### config.mk
export PLATFORM = sky130hd
export DESIGN_NAME = hpt_walker
export DESIGN_NICKNAME = d
export VERILOG_FILES = /design/src/rtl/hpt_pkg.sv /design/src/rtl/hpt_cfg_regs.sv /design/src/rtl/hpt_group_addr.sv /design/src/rtl/hpt_entry_eval.sv /design/src/rtl/hpt_walker.sv
export SDC_FILE = /design/constraint.sdc
export NUM_CORES = 1
export LEC_CHECK = 0
export ABC_CLOCK_PERIOD_IN_PS = 4950
export BUFFER_PORTS_ARGS = -buffer_cell sky130_fd_sc_hd__buf_2
export CAP_MARGIN = 15
export CORE_UTILIZATION = 59
export DETAILED_ROUTE_END_ITERATION = 10
export PLACE_DENSITY = 0.85
export SETUP_SLACK_MARGIN = 0.02
export SLEW_MARGIN = 40
export SYNTH_ARGS = -nofsm -noshare
export SYNTH_HDL_FRONTEND = slang
export SYNTH_SLANG_ARGS = --single-unit
### constraint.sdc
create_clock -name clk -period 4.95 [get_ports clk]
set_clock_uncertainty 0.05 [all_clocks]
set_input_delay 0.2475 -clock clk [delete_from_list [all_inputs] [get_ports clk]]
set_output_delay 0.2475 -clock clk [all_outputs]
set_load 0.01 [all_outputs]
### src/rtl/hpt_pkg.sv
package hpt_pkg;
  localparam int EA_W     = 32;
  localparam int PAGE_SH  = 12;
  localparam int PAGE_W   = EA_W - PAGE_SH;
  localparam int SPACE_W  = 24;
  localparam int TAG_W    = 6;
  localparam int TBL_W    = 16;
  localparam int FRAME_W  = 20;

  // entry upper word fields
  localparam int HI_VALID = 31;
  localparam int HI_SP_LSB = 7;
  localparam int HI_GRP   = 6;
  // entry lower word fields
  localparam int LO_REF   = 8;
  localparam int LO_CHG   = 7;

  typedef enum logic [2:0] {
    ST_IDLE,
    ST_READ_HI,
    ST_CHECK,
    ST_READ_LO,
    ST_UPDATE,
    ST_DONE
  } walk_state_e;
endpackage

### src/rtl/hpt_cfg_regs.sv
module hpt_cfg_regs
  import hpt_pkg::*;
#(
  parameter int NUM_SEGS = 16,
  parameter int IDX_W    = $clog2(NUM_SEGS)
) (
  input  logic               clk,
  input  logic               rst_n,
  input  logic               cfg_open,
  input  logic               seg_we,
  input  logic [IDX_W-1:0]   seg_idx,
  input  logic [SPACE_W-1:0] seg_space,
  input  logic               tbl_we,
  input  logic [TBL_W-1:0]   tbl_org_in,
  input  logic [TBL_W-1:0]   tbl_mask_in,
  input  logic [IDX_W-1:0]   rd_idx,
  output logic [SPACE_W-1:0] rd_space,
  output logic [TBL_W-1:0]   tbl_org,
  output logic [TBL_W-1:0]   tbl_mask
);
  logic [SPACE_W-1:0] seg_q [NUM_SEGS];

  for (genvar g = 0; g < NUM_SEGS; g++) begin : g_seg
    always_ff @(posedge clk) begin
      if (!rst_n)
        seg_q[g] <= '0;
      else if (cfg_open && seg_we && (seg_idx == IDX_W'(g)))
        seg_q[g] <= seg_space;
    end
  end

  always_ff @(posedge clk) begin
    if (!rst_n) begin
      tbl_org  <= '0;
      tbl_mask <= '0;
    end else if (cfg_open && tbl_we) begin
      tbl_org  <= tbl_org_in;
      tbl_mask <= tbl_mask_in;
    end
  end

  assign rd_space = seg_q[rd_idx];

  // translation inputs frozen while a walk is running
  a_r11_cfg_frozen: assert property (@(posedge clk) disable iff (!rst_n)
    !cfg_open |=> ($stable(tbl_org) && $stable(tbl_mask) && $stable(rd_space)));
endmodule

### src/rtl/hpt_group_addr.sv
module hpt_group_addr
  import hpt_pkg::*;
#(
  parameter int SLOTS  = 8,
  parameter int SLOT_W = $clog2(SLOTS)
) (
  input  logic [SPACE_W-1:0] space,
  input  logic [PAGE_W-1:0]  page,
  input  logic               sec,
  input  logic [SLOT_W-1:0]  slot,
  input  logic [TBL_W-1:0]   tbl_org,
  input  logic [TBL_W-1:0]   tbl_mask,
  output logic [EA_W-1:0]    entry_addr
);
  localparam int GRP_SH = $clog2(SLOTS * 8);

  logic [EA_W-1:0] hash, hsel, grp, full_mask, full_org;

  always_comb begin
    hash      = {{(EA_W-SPACE_W){1'b0}}, space} ^ {{(EA_W-PAGE_W){1'b0}}, page};
    hsel      = sec ? ~hash : hash;
    full_mask = {tbl_mask, {(EA_W-TBL_W){1'b1}}};
    full_org  = {tbl_org, {(EA_W-TBL_W){1'b0}}};
    grp       = ((hsel << GRP_SH) & full_mask) | full_org;
    entry_addr = grp + (EA_W'(slot) << 3);
  end
endmodule

### src/rtl/hpt_entry_eval.sv
module hpt_entry_eval
  import hpt_pkg::*;
(
  input  logic [31:0]        hi,
  input  logic [31:0]        lo,
  input  logic [SPACE_W-1:0] space,
  input  logic [TAG_W-1:0]   tag,
  input  logic               sec,
  input  logic               wr,
  output logic               match,
  output logic               need_upd,
  output logic [31:0]        lo_new
);
  always_comb begin
    match = hi[HI_VALID]
          && (hi[HI_SP_LSB +: SPACE_W] == space)
          && (hi[HI_GRP] == sec)
          && (hi[TAG_W-1:0] == tag);
    need_upd = !lo[LO_REF] || (wr && !lo[LO_CHG]);
    lo_new = lo;
    lo_new[LO_REF] = 1'b1;
    if (wr) lo_new[LO_CHG] = 1'b1;
  end
endmodule

### src/rtl/hpt_walker.sv
module hpt_walker
  import hpt_pkg::*;
#(
  parameter int NUM_SEGS = 16,
  parameter int SLOTS    = 8,
  parameter int IDX_W    = $clog2(NUM_SEGS)
) (
  input  logic               clk,
  input  logic               rst_n,
  input  logic               cfg_seg_we,
  input  logic [IDX_W-1:0]   cfg_seg_idx,
  input  logic [SPACE_W-1:0] cfg_seg_space,
  input  logic               cfg_tbl_we,
  input  logic [TBL_W-1:0]   cfg_tbl_org,
  input  logic [TBL_W-1:0]   cfg_tbl_mask,
  output logic               cfg_ready,
  input  logic               req_valid,
  output logic               req_ready,
  input  logic [EA_W-1:0]    req_ea,
  input  logic               req_write,
  input  logic               req_blk_hit,
  input  logic [EA_W-1:0]    req_blk_pa,
  output logic               rsp_valid,
  input  logic               rsp_ready,
  output logic               rsp_hit,
  output logic [EA_W-1:0]    rsp_pa,
  output logic               mem_rd_en,
  output logic [EA_W-1:0]    mem_rd_addr,
  input  logic               mem_rd_valid,
  input  logic [31:0]        mem_rd_data,
  output logic               mem_wr_en,
  output logic [EA_W-1:0]    mem_wr_addr,
  output logic [31:0]        mem_wr_data
);
  localparam int SLOT_W = $clog2(SLOTS);

  walk_state_e        state_q;
  logic [EA_W-1:0]    ea_q;
  logic               wr_q, sec_q, hit_q;
  logic [SLOT_W-1:0]  slot_q;
  logic [31:0]        hi_q, lo_q;
  logic [EA_W-1:0]    pa_q;

  logic [SPACE_W-1:0] space;
  logic [TBL_W-1:0]   tbl_org, tbl_mask;
  logic [EA_W-1:0]    entry_addr;
  logic               match, need_upd, last_slot;
  logic [31:0]        lo_new;

  assign cfg_ready = (state_q == ST_IDLE);

  hpt_cfg_regs #(.NUM_SEGS(NUM_SEGS), .IDX_W(IDX_W)) u_cfg (
    .clk         (clk),
    .rst_n       (rst_n),
    .cfg_open    (cfg_ready),
    .seg_we      (cfg_seg_we),
    .seg_idx     (cfg_seg_idx),
    .seg_space   (cfg_seg_space),
    .tbl_we      (cfg_tbl_we),
    .tbl_org_in  (cfg_tbl_org),
    .tbl_mask_in (cfg_tbl_mask),
    .rd_idx      (ea_q[EA_W-1 -: IDX_W]),
    .rd_space    (space),
    .tbl_org     (tbl_org),
    .tbl_mask    (tbl_mask)
  );

  hpt_group_addr #(.SLOTS(SLOTS), .SLOT_W(SLOT_W)) u_addr (
    .space      (space),
    .page       (ea_q[EA_W-1:PAGE_SH]),
    .sec        (sec_q),
    .slot       (slot_q),
    .tbl_org    (tbl_org),
    .tbl_mask   (tbl_mask),
    .entry_addr (entry_addr)
  );

  hpt_entry_eval u_eval (
    .hi       (hi_q),
    .lo       (lo_q),
    .space    (space),
    .tag      (ea_q[27:22]),
    .sec      (sec_q),
    .wr       (wr_q),
    .match    (match),
    .need_upd (need_upd),
    .lo_new   (lo_new)
  );

  assign last_slot = (slot_q == SLOT_W'(SLOTS - 1));

  always_ff @(posedge clk) begin
    if (!rst_n) begin
      state_q <= ST_IDLE;
      ea_q    <= '0;
      wr_q    <= 1'b0;
      sec_q   <= 1'b0;
      slot_q  <= '0;
      hi_q    <= '0;
      lo_q    <= '0;
      hit_q   <= 1'b0;
      pa_q    <= '0;
    end else begin
      unique case (state_q)
        ST_IDLE: begin
          if (req_valid) begin
            ea_q   <= req_ea;
            wr_q   <= req_write;
            sec_q  <= 1'b0;
            slot_q <= '0;
            if (req_blk_hit) begin
              hit_q   <= 1'b1;
              pa_q    <= req_blk_pa;
              state_q <= ST_DONE;
            end else begin
              state_q <= ST_READ_HI;
            end
          end
        end
        ST_READ_HI: begin
          if (mem_rd_valid) begin
            hi_q    <= mem_rd_data;
            state_q <= ST_CHECK;
          end
        end
        ST_CHECK: begin
          if (match) begin
            state_q <= ST_READ_LO;
          end else if (sec_q && last_slot) begin
            hit_q   <= 1'b0;
            pa_q    <= '0;
            state_q <= ST_DONE;
          end else begin
            if (last_slot) begin
              sec_q  <= 1'b1;
              slot_q <= '0;
            end else begin
              slot_q <= slot_q + 1'b1;
            end
            state_q <= ST_READ_HI;
          end
        end
        ST_READ_LO: begin
          if (mem_rd_valid) begin
            lo_q    <= mem_rd_data;
            state_q <= ST_UPDATE;
          end
        end
        ST_UPDATE: begin
          hit_q   <= 1'b1;
          pa_q    <= {lo_q[31:PAGE_SH], ea_q[PAGE_SH-1:0]};
          state_q <= ST_DONE;
        end
        ST_DONE: begin
          if (rsp_ready) state_q <= ST_IDLE;
        end
        default: state_q <= ST_IDLE;
      endcase
    end
  end

  assign req_ready   = (state_q == ST_IDLE);
  assign rsp_valid   = (state_q == ST_DONE);
  assign rsp_hit     = hit_q;
  assign rsp_pa      = pa_q;

  assign mem_rd_en   = (state_q == ST_READ_HI) || (state_q == ST_READ_LO);
  assign mem_rd_addr = (state_q == ST_READ_LO) ? {entry_addr[EA_W-1:3], 3'b100} : entry_addr;
  assign mem_wr_en   = (state_q == ST_UPDATE) && need_upd;
  assign mem_wr_addr = {entry_addr[EA_W-1:3], 3'b100};
  assign mem_wr_data = lo_new;

  // held result does not drift under back-pressure
  a_r12_rsp_hold: assert property (@(posedge clk) disable iff (!rst_n)
    (rsp_valid && !rsp_ready) |=> (rsp_valid && $stable(rsp_hit) && $stable(rsp_pa)));

  // no second request while a result is pending
  a_r12_busy_no_accept: assert property (@(posedge clk) disable iff (!rst_n)
    rsp_valid |-> !req_ready);

  // bypass hit answers on the next cycle with its own address
  a_r9_bypass_direct: assert property (@(posedge clk) disable iff (!rst_n)
    (req_valid && req_ready && req_blk_hit) |=>
      (rsp_valid && rsp_hit && (rsp_pa == $past(req_blk_pa))));

  // write-back lands on the lower word and marks it referenced
  a_r8_wr_lower_word: assert property (@(posedge clk) disable iff (!rst_n)
    mem_wr_en |-> ((mem_wr_addr[2:0] == 3'b100) && mem_wr_data[LO_REF]));

  // read and write never share a cycle
  a_r13_port_exclusive: assert property (@(posedge clk) disable iff (!rst_n)
    !(mem_rd_en && mem_wr_en));

  // pending read keeps its address
  a_r13_rd_hold: assert property (@(posedge clk) disable iff (!rst_n)
    (mem_rd_en && !mem_rd_valid) |=> (mem_rd_en && $stable(mem_rd_addr)));
endmodule

==> flow_metrics.env <==
export IMPL_outcome="complete, no violations"
export IMPL_min_period_ps=4175
export IMPL_fp_dieH_um=213.8
export IMPL_port_buffers=292
export IMPL_insertion_delay_ps=610
export IMPL_cp_slowest_cell="xnor2_1"
export IMPL_crit_cells=6
export IMPL_dp_cells=2932
export IMPL_ys_flop_type="edfxtp_1"
export IMPL_fin_ws_ps=775.1
export IMPL_fin_setup_tns_ps=0
export IMPL_finalHoldWorstSlack_ps=14.59
export IMPL_avgSynthCellArea_um2=11.94
export IMPL_synth_seq_area_share=0.5666
export IMPL_min_path_type="input port to flop"
export IMPL_grt_pass1_vias=19160
export IMPL_dp_hpwl_um=49180
export IMPL_nNetsFinal=2674
export IMPL_drt_pass1_iterations=7
export IMPL_min_period_over_period=0.8434
export IMPL_wl_per_cell_um=26.15
export IMPL_ff_latch_area_um2=15010
export IMPL_worst_pin_slew_ps=887.3
export IMPL_cp_num_buf_inv=1
export IMPL_syn2layout_area_growth_pct=16.95
export IMPL_dieWidth_um=213.8
export IMPL_worstPathRequired_ps=4650
export IMPL_yosysTopAreaCell="edfxtp_1"
export IMPL_holdCritStartpoint="req_blk_pa[21]"
export IMPL_finalHoldViolCount=0
export IMPL_hold_depth=4
export IMPL_critical_path_top_delay_family="compound AO/OA/AOI/OAI gates"
export IMPL_nFillCells=2787
export IMPL_clock_root_buffer="clkbuf_16"
export IMPL_yosys_warnings=0
export IMPL_antenna_found_initial=11
export IMPL_gr_total_overflow=0
export IMPL_cp_slowest_stage_delay_ps=780
export IMPL_fmax_mhz=239.5
export IMPL_grt_max_degree=128
export IMPL_coreArea_um2=44220
export IMPL_powerDensity_nw_per_um2=361.2
export IMPL_start_util=0.5984
export IMPL_multi_input_area_um2=10270
export IMPL_worstPathCellList="nor2b_1 > a22o_1 > a221oi_1 > o21ai_0 > xnor2_1 > buf_2"
export IMPL_finalInstanceArea_um2=30950
export IMPL_synth_cell_types=72
export IMPL_num_rows=77
export IMPL_arrival_ps=3880
export IMPL_post_route_util=0.6999
export IMPL_leakage_nw=12.14
export IMPL_drive_gt1_frac=0.2203
export IMPL_placed_area_um2=28000
export IMPL_cap_violations=0
export IMPL_via_count=19440
export IMPL_timing_slew_headroom=0.4085
export IMPL_crit_type="flop to output pin"
export IMPL_ioPinCount=299
export IMPL_cts_setup_buffers=0
export IMPL_tritoncts="yes"
export IMPL_rsz0062_at_grt="no"
export IMPL_setup_viol=0
export IMPL_ant_nets=0
export IMPL_critPathCaptureType="output pin"
export IMPL_clock_sinks=557
export IMPL_clockBufferDepth=3
export IMPL_synth_edff_count=384
export IMPL_grt_pass1_wl_um=117200
export IMPL_syn_inst=2217
export IMPL_synth_top_area_frac=0.4357
export IMPL_grt_util_all_layers=0.3561
export IMPL_async_reset_ff_frac=0
export IMPL_cts_inserted_buffers=55
export IMPL_yosys_register_bits=557
export IMPL_viasPerCell=6.174
export IMPL_die_area_um2=45710
export IMPL_drtIter0Drc=2691
export IMPL_cts_max_level=2
export IMPL_synth_area_um2=26460
export IMPL_clk_pin_slew_ps=60
export IMPL_synth_area_leaders="edfxtp_1 (44%), dfxtp_1 (13%), and2_1 (9.2%)"
export IMPL_wl_um=82350
export IMPL_gp_congestion=0.9297
export IMPL_yosysMostFrequentCell="and2_1"
export IMPL_critPathLaunchType="flop"
export IMPL_cp_max_fo=20
export IMPL_drv_slew=0
export IMPL_finalPower_mw=11.18
export IMPL_fin_cells=3149
export IMPL_r2r_worst_path_cells=10
export IMPL_drcViolationCount=0
export IMPL_pre_cts_ws_ps=959.2
export IMPL_ir_drop_mv=0.3100
export IMPL_synth_common_cells="and2_1 (389), edfxtp_1 (384), nand2_1 (365)"
-- final timing paths --
check / end / slack [ps]
worst min-delay path: rsp_pa[21] / 10
worst max-delay path: mem_wr_addr[7] / 780
worst max register to register: rsp_pa[1] / 820
worst min register to register: rsp_pa[11] / 410
-- cell type report --
cell class | instances | share of cell area
diodes | 10 | 0.0008085
clock buffers | 72 | 0.05053
clock inverters | 25 | 0.008166
inverters | 8 | 0.0009702
multi-input cells | 1426 | 0.3317
flip-flops and latches | 557 | 0.4849
well taps | 592 | 0.02393
repair buffers | 459 | 0.09896
-- worst register-to-register path, delay by kind of cell, from the launching register on --
family | cells | cell delay (ps)
AOI/OAI and AO/OA | 5 | 1220
xor gates and xnor gates | 1 | 190
buffers and inverters | 1 | 310
DFF | 1 | 750
muxes | 1 | 210
and+or+nand+nor | 2 | 1250
-- cell families (layout without fill, tap and decap cells) --
group | Yosys count | count (layout) | synth area share
other | 2 | 16 | 0.0002838
xor gates and xnor gates | 71 | 71 | 0.02350
AOI/OAI and AO/OA | 278 | 278 | 0.07943
and+or+nand+nor | 868 | 868 | 0.1682
adders and majority gates | 2 | 2 | 0.0009454
buffers and inverters | 238 | 564 | 0.04950
muxes | 201 | 201 | 0.1115
DFF | 557 | 557 | 0.5666
-- power breakdown --
group | switching (mW) | internal (mW)
registers | 0.153 | 5.19
clock network | 1.77 | 2.47
logic | 0.969 | 0.631
total | 2.89 | 8.29
-- timing repair --
item / in CTS / in global routing
hold buffers: 110 / 0
resized for setup: 0 / 0
endpoints found under the hold margin: 146 / 0
-- registers in the layout, summed over array words and instances, names as in the netlist, named ones only --
| name | count |
|---|---|
| u_cfg.seg_q | 384 |
| ea_q | 32 |
| hi_q | 32 |
| lo_q | 32 |
| rsp_pa | 32 |
| u_cfg.tbl_mask | 16 |
| u_cfg.tbl_org | 16 |
| slot_q | 3 |
| state_q | 3 |
| rsp_hit | 1 |
| sec_q | 1 |
| wr_q | 1 |
-- layer usage --
layer  vias to the layer above  track usage  wire length [um]
li1                       8316            -                 -
met1                      9471       0.4101             28310
met2                      1339       0.6023             39870
met3                       309      0.09197              9290
met4                         6       0.2054              4846
met5                         -     0.004310                35
-- cell usage in the layout (no fill, tap or decap), types with 9 or more instances in the layout --
master	count
mux4_2	69
clkinv_1	9
o21ai_0	9
nand2b_1	12
diode_2	10
buf_4	51
o21ai_2	16
a21oi_1	11
a21o_1	16
xor2_1	25
nand2_1	364
nand4_1	9
edfxtp_1	384
a22oi_1	11
mux2i_1	106
and2_1	389
xnor2_1	46
buf_2	291
nor2_1	32
dfxtp_1	168
a22o_1	34
a21boi_0	131
dlygate4sd3_1	110
clkbuf_16	58
mux2_2	18
nand3_1	12
(Power assumes the default switching activity.)
